File: src/rtl/lcdseq_pkg.sv
package lcdseq_pkg;

  typedef enum logic [1:0] {
    ST_IDLE,
    ST_ISSUE,
    ST_WAIT,
    ST_PAUSE
  } seqState_t;

  // strobes from the control FSM to the datapath
  typedef struct packed {
    logic clrIdx;
    logic advIdx;
    logic loadShort;
    logic loadClear;
    logic loadPause;
    logic decTimer;
  } dpCtrl_t;

endpackage

File: src/rtl/lcdseqCtrl.sv
module lcdseqCtrl
  import lcdseq_pkg::*;
(
  input  logic    clk,
  input  logic    rst,
  input  logic    start,
  input  logic    xferDone,
  input  logic    timerLast,
  input  logic    isClearItem,
  input  logic    isLastItem,
  output dpCtrl_t ctrl,
  output logic    req,
  output logic    frameDone
);

  seqState_t state;

  always_ff @(posedge clk) begin
    if (rst) begin
      state     <= ST_IDLE;
      frameDone <= 1'b0;
    end else begin
      frameDone <= 1'b0;
      case (state)
        ST_IDLE:  if (start) state <= ST_ISSUE;
        ST_ISSUE: if (xferDone) state <= ST_WAIT;
        ST_WAIT: begin
          if (timerLast) begin
            if (isLastItem) begin
              state     <= ST_PAUSE;
              frameDone <= 1'b1;
            end else begin
              state <= ST_ISSUE;
            end
          end
        end
        ST_PAUSE: if (timerLast) state <= ST_ISSUE;
        default:  state <= ST_IDLE;
      endcase
    end
  end

  always_comb begin
    ctrl = '0;
    case (state)
      ST_IDLE: ctrl.clrIdx = 1'b1;
      ST_ISSUE: begin
        if (xferDone) begin
          if (isClearItem) ctrl.loadClear = 1'b1;
          else             ctrl.loadShort = 1'b1;
        end
      end
      ST_WAIT: begin
        if (timerLast) begin
          if (isLastItem) begin
            ctrl.clrIdx    = 1'b1;
            ctrl.loadPause = 1'b1;
          end else begin
            ctrl.advIdx = 1'b1;
          end
        end else begin
          ctrl.decTimer = 1'b1;
        end
      end
      ST_PAUSE: if (!timerLast) ctrl.decTimer = 1'b1;
      default: ctrl = '0;
    endcase
  end

  assign req = (state == ST_ISSUE);

endmodule

File: src/rtl/lcdseqDatapath.sv
module lcdseqDatapath
  import lcdseq_pkg::*;
#(
  parameter int          LINE_CHARS = 40,
  parameter int          SHORT_WAIT = 2000,
  parameter int          CLEAR_WAIT = 82000,
  parameter int          PAUSE_WAIT = 250000,
  parameter logic [7:0]  CMD_FUNC   = 8'h38,
  parameter logic [7:0]  CMD_DISP   = 8'h0E,
  parameter logic [7:0]  CMD_ENTRY  = 8'h06,
  parameter logic [7:0]  CMD_CLEAR  = 8'h01,
  parameter logic [7:0]  LINE1_BASE = 8'h80,
  parameter logic [7:0]  LINE2_BASE = 8'hC0,
  parameter int          ROM_AW     = $clog2(2 * LINE_CHARS)
) (
  input  logic              clk,
  input  logic              rst,
  input  dpCtrl_t           ctrl,
  input  logic [7:0]        romData,
  output logic [7:0]        cmdByte,
  output logic              cmdIsData,
  output logic [ROM_AW-1:0] romAddr,
  output logic              timerLast,
  output logic              isClearItem,
  output logic              isLastItem
);

  localparam int CFG_COUNT = 4;
  localparam int ITEMS     = CFG_COUNT + 2 * (LINE_CHARS + 1);
  localparam int IDX_W     = $clog2(ITEMS);
  localparam int MAX_A     = (SHORT_WAIT > CLEAR_WAIT) ? SHORT_WAIT : CLEAR_WAIT;
  localparam int MAX_WAIT  = (MAX_A > PAUSE_WAIT) ? MAX_A : PAUSE_WAIT;
  localparam int TMR_W     = $clog2(MAX_WAIT + 1);

  localparam logic [IDX_W-1:0] IDX_CLEAR = IDX_W'(CFG_COUNT - 1);
  localparam logic [IDX_W-1:0] IDX_L1SEL = IDX_W'(CFG_COUNT);
  localparam logic [IDX_W-1:0] IDX_L2SEL = IDX_W'(CFG_COUNT + LINE_CHARS + 1);
  localparam logic [IDX_W-1:0] IDX_LAST  = IDX_W'(ITEMS - 1);

  localparam logic [7:0] CFG_TABLE [CFG_COUNT] = '{CMD_FUNC, CMD_DISP, CMD_ENTRY, CMD_CLEAR};

  logic [IDX_W-1:0] itemIdx;
  logic [TMR_W-1:0] timer;
  int               addrInt;

  // item counter: configuration, row selects and character bursts share one index
  always_ff @(posedge clk) begin
    if (rst) begin
      itemIdx <= '0;
    end else if (ctrl.clrIdx) begin
      itemIdx <= '0;
    end else if (ctrl.advIdx) begin
      itemIdx <= itemIdx + IDX_W'(1);
    end
  end

  // settling / pause delay counter
  always_ff @(posedge clk) begin
    if (rst) begin
      timer <= '0;
    end else if (ctrl.loadShort) begin
      timer <= TMR_W'(SHORT_WAIT);
    end else if (ctrl.loadClear) begin
      timer <= TMR_W'(CLEAR_WAIT);
    end else if (ctrl.loadPause) begin
      timer <= TMR_W'(PAUSE_WAIT);
    end else if (ctrl.decTimer) begin
      timer <= timer - TMR_W'(1);
    end
  end

  always_comb begin
    cmdByte   = 8'h00;
    cmdIsData = 1'b0;
    addrInt   = 0;
    if (itemIdx < IDX_L1SEL) begin
      cmdByte = CFG_TABLE[itemIdx[1:0]];
    end else if (itemIdx == IDX_L1SEL) begin
      cmdByte = LINE1_BASE;
    end else if (itemIdx < IDX_L2SEL) begin
      cmdIsData = 1'b1;
      addrInt   = int'(itemIdx) - int'(IDX_L1SEL) - 1;
    end else if (itemIdx == IDX_L2SEL) begin
      cmdByte = LINE2_BASE;
    end else begin
      cmdIsData = 1'b1;
      addrInt   = int'(itemIdx) - int'(IDX_L2SEL) - 1 + LINE_CHARS;
    end
    if (cmdIsData) cmdByte = romData;
  end

  assign romAddr     = ROM_AW'(addrInt);
  assign timerLast   = (timer == TMR_W'(1));
  assign isClearItem = (itemIdx == IDX_CLEAR);
  assign isLastItem  = (itemIdx == IDX_LAST);

endmodule

File: src/rtl/charLcdSequencer.sv
module charLcdSequencer
  import lcdseq_pkg::*;
#(
  parameter int LINE_CHARS = 40,
  parameter int SHORT_WAIT = 2000,
  parameter int CLEAR_WAIT = 82000,
  parameter int PAUSE_WAIT = 250000,
  parameter int ROM_AW     = $clog2(2 * LINE_CHARS)
) (
  input  logic              clk,
  input  logic              rst,
  input  logic              start,
  output logic              req,
  output logic              cmdIsData,
  output logic [7:0]        cmdByte,
  input  logic              xferDone,
  output logic [ROM_AW-1:0] romAddr,
  input  logic [7:0]        romData,
  output logic              frameDone
);

  dpCtrl_t ctrl;
  logic    timerLast;
  logic    isClearItem;
  logic    isLastItem;

  lcdseqCtrl ctrl_i (
    .clk         (clk),
    .rst         (rst),
    .start       (start),
    .xferDone    (xferDone),
    .timerLast   (timerLast),
    .isClearItem (isClearItem),
    .isLastItem  (isLastItem),
    .ctrl        (ctrl),
    .req         (req),
    .frameDone   (frameDone)
  );

  lcdseqDatapath #(
    .LINE_CHARS (LINE_CHARS),
    .SHORT_WAIT (SHORT_WAIT),
    .CLEAR_WAIT (CLEAR_WAIT),
    .PAUSE_WAIT (PAUSE_WAIT),
    .ROM_AW     (ROM_AW)
  ) dp_i (
    .clk         (clk),
    .rst         (rst),
    .ctrl        (ctrl),
    .romData     (romData),
    .cmdByte     (cmdByte),
    .cmdIsData   (cmdIsData),
    .romAddr     (romAddr),
    .timerLast   (timerLast),
    .isClearItem (isClearItem),
    .isLastItem  (isLastItem)
  );

endmodule

File: config.mk
export PLATFORM = sky130hd
export DESIGN_NAME = charLcdSequencer
export DESIGN_NICKNAME = d
export VERILOG_FILES = /design/src/rtl/lcdseq_pkg.sv /design/src/rtl/lcdseqCtrl.sv /design/src/rtl/lcdseqDatapath.sv /design/src/rtl/charLcdSequencer.sv
export SDC_FILE = /design/constraint.sdc
export NUM_CORES = 1
export LEC_CHECK = 0
export ABC_AREA = 1
export BUFFER_PORTS_ARGS = -buffer_cell sky130_fd_sc_hd__buf_2
export CORE_MARGIN = 2
export CORE_UTILIZATION = 45
export DETAILED_ROUTE_END_ITERATION = 8
export GPL_TIMING_DRIVEN = 0
export SLEW_MARGIN = 40
export SYNTH_ARGS = -nofsm -noshare
export SYNTH_HDL_FRONTEND = slang
export SYNTH_SLANG_ARGS = --single-unit
File: constraint.sdc
create_clock -name clk -period 2.5 [get_ports clk]
set_input_delay 0.375 -clock clk [delete_from_list [all_inputs] [get_ports clk]]
set_output_delay 0.375 -clock clk [all_outputs]
set_load 0.02 [all_outputs]
* After elaboration in Yosys (flattened, before gate mapping)
Cells that the tools add are included.
** Cells by class
- Magnitude comparators :: 3
- Bitwise operators :: 1
- Eq/ne operators :: 12
- Reductions and logical operators :: 10
- Add/sub/neg operators :: 7
- Muxes and demuxes :: 39
** Operator list (count)
- 8-bit two-way mux :: 7
- 18-bit two-way mux :: 2
- 7-bit two-way mux :: 4
- 18-bit by 1-bit equality test with 1-bit output, second input constant :: 1
- 18-bit by 1-bit subtractor with 18-bit output, second input constant :: 1
- 17-bit two-way mux :: 1
- 8-bit binary-select mux with 2-bit select :: 1
- 2-bit two-way mux :: 8
- 7-bit by 2-bit subtractor with 7-bit output, second input constant :: 2
- 1-bit two-way mux :: 13
- 11-bit two-way mux :: 1
- 2-bit case mux with 4 select lines :: 1
- 7-bit by 1-bit adder with 7-bit output, second input constant :: 1
- 7-bit adder, second input constant :: 1
- 7-bit by 2-bit equality test with 1-bit output, second input constant :: 1
- 7-bit by 3-bit equality test with 1-bit output, second input constant :: 1
- 7-bit by 6-bit equality test with 1-bit output, second input constant :: 1
- 7-bit equality test, second input constant :: 1
- 7-bit by 3-bit less-than comparator with 1-bit output, second input constant :: 1
- 7-bit by 6-bit less-than comparator with 1-bit output, second input constant :: 1
- 7-bit by 3-bit subtractor with 7-bit output, second input constant :: 1
- 7-bit by 6-bit subtractor with 7-bit output, second input constant :: 1
- 2-bit by 1-bit != test with 1-bit output, second input constant :: 3
- 2-bit OR reduction :: 3
- other kinds (13) :: 14
** Storage, ports and cells
- Flip-flop bits (word level) :: 28
- Logic and storage cells :: 79
- Output and inout bits :: 18
- Input bits :: 12

* Longest topological paths before layout
- Depth after elaboration :: 7
- Gate-level depth with buffers :: 12
- Mapped depth without buffers :: 12

* Cells and area by module
A second synthesis with hierarchy kept.
** Second synthesis, totals
- Cell total of the unflattened synthesis :: 357
- Area, all modules :: 2274.7 sq um
** By module, submodules not included
- lcdseqDatapath :: seq. area each 500.5 sq um, area each 2001.9 sq um, times used 1, cells an instance 318
- lcdseqCtrl :: seq. area each 60.1 sq um, area each 272.8 sq um, times used 1, cells an instance 39

* Least setup slack after synthesis
No wires, ideal clock.
- Path type :: flip-flop to output port
- Start point :: reg dp_i.itemIdx[1]
- End point :: out romAddr[2]
- Setup slack :: 0.315 ns
- Buffers on the path :: 0
- Required time :: 2.125 ns
- Arrival :: 1.810 ns
- Stages on the path, launching flop included :: 9
- Path through :: dfxtp_1 -> inv_1 -> ha_1 -> nand2_1 -> a21oi_1 -> nor2_2 -> inv_1 -> nand2_1 -> nor3b_1
** Between the ends
- Cells in the longest elaborated chain, start to end :: 7
- Elaborated cells on any way between the ends :: 13
- Classes of those cells :: add/sub (5); order compare (2); eq/ne (2); mux (4)
** RTL lines
- start: declaration :: RTL line lcdseqDatapath.sv:42 : logic [IDX_W-1:0] itemIdx;
- start signal: assignment :: RTL line lcdseqDatapath.sv:53 : itemIdx <= itemIdx + IDX_W'(1);
- 7-bit by 6-bit subtractor with 7-bit output :: RTL line lcdseqDatapath.sv:87 : addrInt = int'(itemIdx) - int'(IDX_L2SEL) - 1 + LINE_CHARS;
- 7-bit by 2-bit subtractor with 7-bit output :: RTL line lcdseqDatapath.sv:87
- 7-bit adder :: RTL line lcdseqDatapath.sv:87
- 7-bit two-way mux :: RTL line lcdseqDatapath.sv:83 : end else if (itemIdx == IDX_L2SEL) begin
- 7-bit two-way mux :: RTL line lcdseqDatapath.sv:80 : end else if (itemIdx < IDX_L2SEL) begin
- 7-bit two-way mux :: RTL line lcdseqDatapath.sv:78 : end else if (itemIdx == IDX_L1SEL) begin
- 7-bit two-way mux (*) :: RTL line lcdseqDatapath.sv:76 : if (itemIdx < IDX_L1SEL) begin
- end: declaration :: RTL line charLcdSequencer.sv:17 : output logic [ROM_AW-1:0] romAddr,
Every way passes the cells marked *; elsewhere a longest branch is shown, timed or not.

* Final worst setup path
Ends and elaborated chain as after synthesis.

==> results.py <==
metrics = {
    "status": {
        "status": "completed",
    },
    "timing": {
        "maxSlewHeadroom": 0.689,
        "finClkSkew_ns": 0.0115,
        "setup_viol": 0,
        "hold_violations": 0,
        "fin_tns_setup_ns": 0,
        "fmax_ghz": 0.423,
        "tightestPinTransition_ns": 0.465,
        "final_max_slew_viol_count": 0,
        "rsz0062_at_grt": "false",
        "fin_crit_ns": 2.36,
        "finalCritPeriodShare": 0.946,
    },
    "worst_hold_path": {
        "hold_end": "dp_i.timer[9]$_SDFFE_PP0P_",
        "hold_path_class": "in -> reg",
        "hold_start": "rst",
        "holdPathStages": 2,
    },
    "power_and_ir_drop": {
        "power_density_nw_per_um2": 1040,
        "seqPwrFrac": 0.253,
        "cellInternalPower_w": 0.00140,
        "p_sw_w": 0.00138,
        "worst_ir_drop_vdd_uv": 599,
        "p_comb_frac": 0.613,
        "swShare": 0.497,
        "pwr-share-clk": 0.134,
        "leakagePower_nw": 1.32,
    },
    "final_layout": {
        "syn_to_final_growth_pct": 14.6,
        "num_antenna_cells": 0,
        "instances_no_fill": 459,
        "nets": 415,
        "drive_gt1_frac": 0.198,
    },
    "die": {
        "ios": 30,
        "num_rows": 26,
        "die_area_um2": 5750,
        "start_util": 0.461,
        "die_x_um": 75.8,
        "die_h_um": 75.8,
        "core_um2": 5040,
    },
    "synth": {
        "synth_warnings": 0,
        "syn_inst": 356,
        "synth_compound_area_frac": 0.124,
        "synth-simple-area-share": 0.405,
        "syn_avg_cell_area_um2": 6.52,
        "synth_cell_types": 38,
        "synth_seq_cells": 28,
        "synthAdderAreaFrac": 0.0700,
        "netlist_area_um2": 2320,
        "synth_xor_xnor_area_share": 0.0490,
        "synth_seq_area_share": 0.241,
        "synth_mux_area_frac": 0,
        "syn_nets": 381,
        "synth_top_family_by_area": "simple AND/OR/NAND/NOR gates",
    },
    "routing": {
        "drt_iter0_drc": 100,
        "route.detailed.drc": 0,
        "wl_um": 5430,
        "num_vias": 2245,
        "via_per_inst": 4.89,
        "wire_per_inst_um": 11.8,
        "drtAntennaViolNets": 0,
        "firstDrtPassIters": 4,
    },
    "clock_network": {
        "cts_buffers": 3,
        "clkSinkCount": 28,
        "cts.hold.buffers_added": 0,
        "root_buffer": "clkbuf_8",
        "htreeDepth": 1,
        "clk_pin_slew_worst_paths_ns": 0.11,
        "cts_tree": "yes",
        "cts_max_path_buffers": 2,
        "clk_latency_ns": 0.29,
    },
    "worst_setup_path": {
        "arrival_ns": 1.99,
        "rrSetupSlack_ns": 0.71,
        "crit_type": "reg -> out",
        "crit_path_end_kind": "output pin",
        "crit_required_ns": 2.12,
        "rr_endpoint": "dp_i.itemIdx[2]$_SDFFE_PP0P_",
        "crit_fanout": 6,
        "reg2reg_from": "dp_i.itemIdx[2]$_SDFFE_PP0P_",
        "critPathLaunchType": "flip-flop",
        "rr_worst_depth": 8,
    },
    "global_routing": {
        "grt_max_degree": 17,
        "antenna_found_initial": 0,
        "grt_pass1_wl_um": 8930,
        "globalRouteOverflowTotal": 0,
        "grt_pass1_vias": 1909,
        "grt_use_total": 0.200,
    },
    "placement": {
        "place_hpwl_um": 4230,
        "gp_congestion": 0.820,
        "portBuffers": 28,
        "place_inst": 454,
    },
    "flow_run": {
        "cap_violations": 0,
    },
}
## critical path, cell delays in order, from the launching register on
cell	delay (ns)
dfxtp_4	0.42
inv_4	0.06
ha_1	0.21
nand2_1	0.10
a21oi_2	0.08
nand4_1	0.17
nand2_2	0.09
buf_4	0.16
nor3b_1	0.21
buf_2	0.20
## cells in the mapped netlist, drive strengths merged
cell | n | area share
nand2 | 82 | 0.14
nor2 | 67 | 0.13
inv | 46 | 0.074
dfxtp | 28 | 0.24
a21oi | 26 | 0.058
nand3 | 25 | 0.069
o21ai | 18 | 0.039
ha | 13 | 0.070
xor2 | 10 | 0.038
buf | 8 | 0.032
nor3 | 8 | 0.026
nand4 | 5 | 0.016
a211oi | 3 | 0.0097
nor3b | 3 | 0.0097
xnor2 | 3 | 0.011
nand3b | 2 | 0.0065
nor4 | 2 | 0.0054
a21o | 1 | 0.0032
a31oi | 1 | 0.0054
clkbuf | 1 | 0.0016
clkinv | 1 | 0.0022
o21a | 1 | 0.0032
o21bai | 1 | 0.0032
o22ai | 1 | 0.0027
## cells by family (layout without fill, tap and decap cells)
group	Yosys count	count (layout)
compound gates	52	52
simple gates	194	194
buf+inv	56	89
xor+xnor	13	13
fa+ha+maj	13	13
flops	28	28
## metrics by stage
step                area [um^2]  utilization  worst slack [ns]  hold slack (ns)  total power, W
floorplan                  2320            -             0.315            0.458         0.00208
global placement           2550        0.506             0.136            0.479         0.00239
detailed placement         2550        0.506             0.120            0.484         0.00240
CTS                        2630        0.522            0.0618            0.350         0.00277
global route               2660        0.528            0.0129            0.369         0.00305
finish                     2660        0.528             0.136            0.345         0.00278
## metal layers
metal / GRT usage / wire length [um] / up-vias
met5: 0 / 0 / -
met4: 0.0409 / 50 / 0
met3: 0.0251 / 260 / 5
met2: 0.305 / 2210 / 49
met1: 0.301 / 2910 / 989
li1: - / - / 1202
## sequential cells by signal (all words and copies together), names as in the netlist
register	count
ctrl_i.state	2
dp_i.itemIdx	7
dp_i.timer	18
ctrl_i.frameDone	1
## worst max-delay path by stage
stage                                       startpoint         end  slack (ns)  depth (start not counted)
after global routing      dp_i.itemIdx[1]$_SDFFE_PP0P_  cmdByte[7]        0.01                         10
after detailed placement  dp_i.itemIdx[1]$_SDFFE_PP0P_  cmdByte[3]        0.12                         10
after global placement    dp_i.itemIdx[1]$_SDFFE_PP0P_  cmdByte[3]        0.14                         10
after CTS                 dp_i.itemIdx[1]$_SDFFE_PP0P_  cmdByte[3]        0.06                         10
after floorplan           dp_i.itemIdx[1]$_SDFFE_PP0P_  romAddr[2]        0.32                          8
final                     dp_i.itemIdx[1]$_SDFFE_PP0P_  romAddr[2]        0.14                          9
## power by group through the flow
stage,sequential [W],combinational [W],clock [W]
2_1_floorplan,0.000677,0.00140,0
6_report,0.000703,0.00170,0.000371
5_1_grt,0.000720,0.00193,0.000396
3_3_place_gp,0.000709,0.00168,0
3_5_place_dp,0.000708,0.00169,0
4_1_cts,0.000700,0.00169,0.000380
## layout by cell type (no fill, tap or decap), types with 3 or more instances in the layout
cell type and n:
nor2_1 57, nand3_1 21, nand2_4 3, o21ai_1 6, dfxtp_1 26, a21oi_1 24, nor2_2 6, nor3_1 4
nor3_2 4, nand4_1 4, nor2_4 3, nand2_1 78, a211oi_1 3, ha_1 12, nor3b_1 3, clkbuf_8 3
buf_4 4, o21ai_0 12, inv_1 41, xor2_1 10, buf_2 32, xnor2_1 3, inv_2 4
## repair_timing
action	in CTS	in global routing
buffers inserted	0	2
pin swaps	0	3
setup endpoints to repair	15	10
gates resized for setup	5	4
gates cloned	0	0
endpoints found under the hold margin	0	0
## cell type report
cell class	instances	area, um^2
buffer	8	75.1
clock buffer	3	41.3
clock inverter	1	30.0
fill	529	2380
inverter	47	180
multi-input combinational	272	1530
sequential	28	566
tap	70	87.6
timing repair buffer	30	155
(Power assumes the default switching activity.)
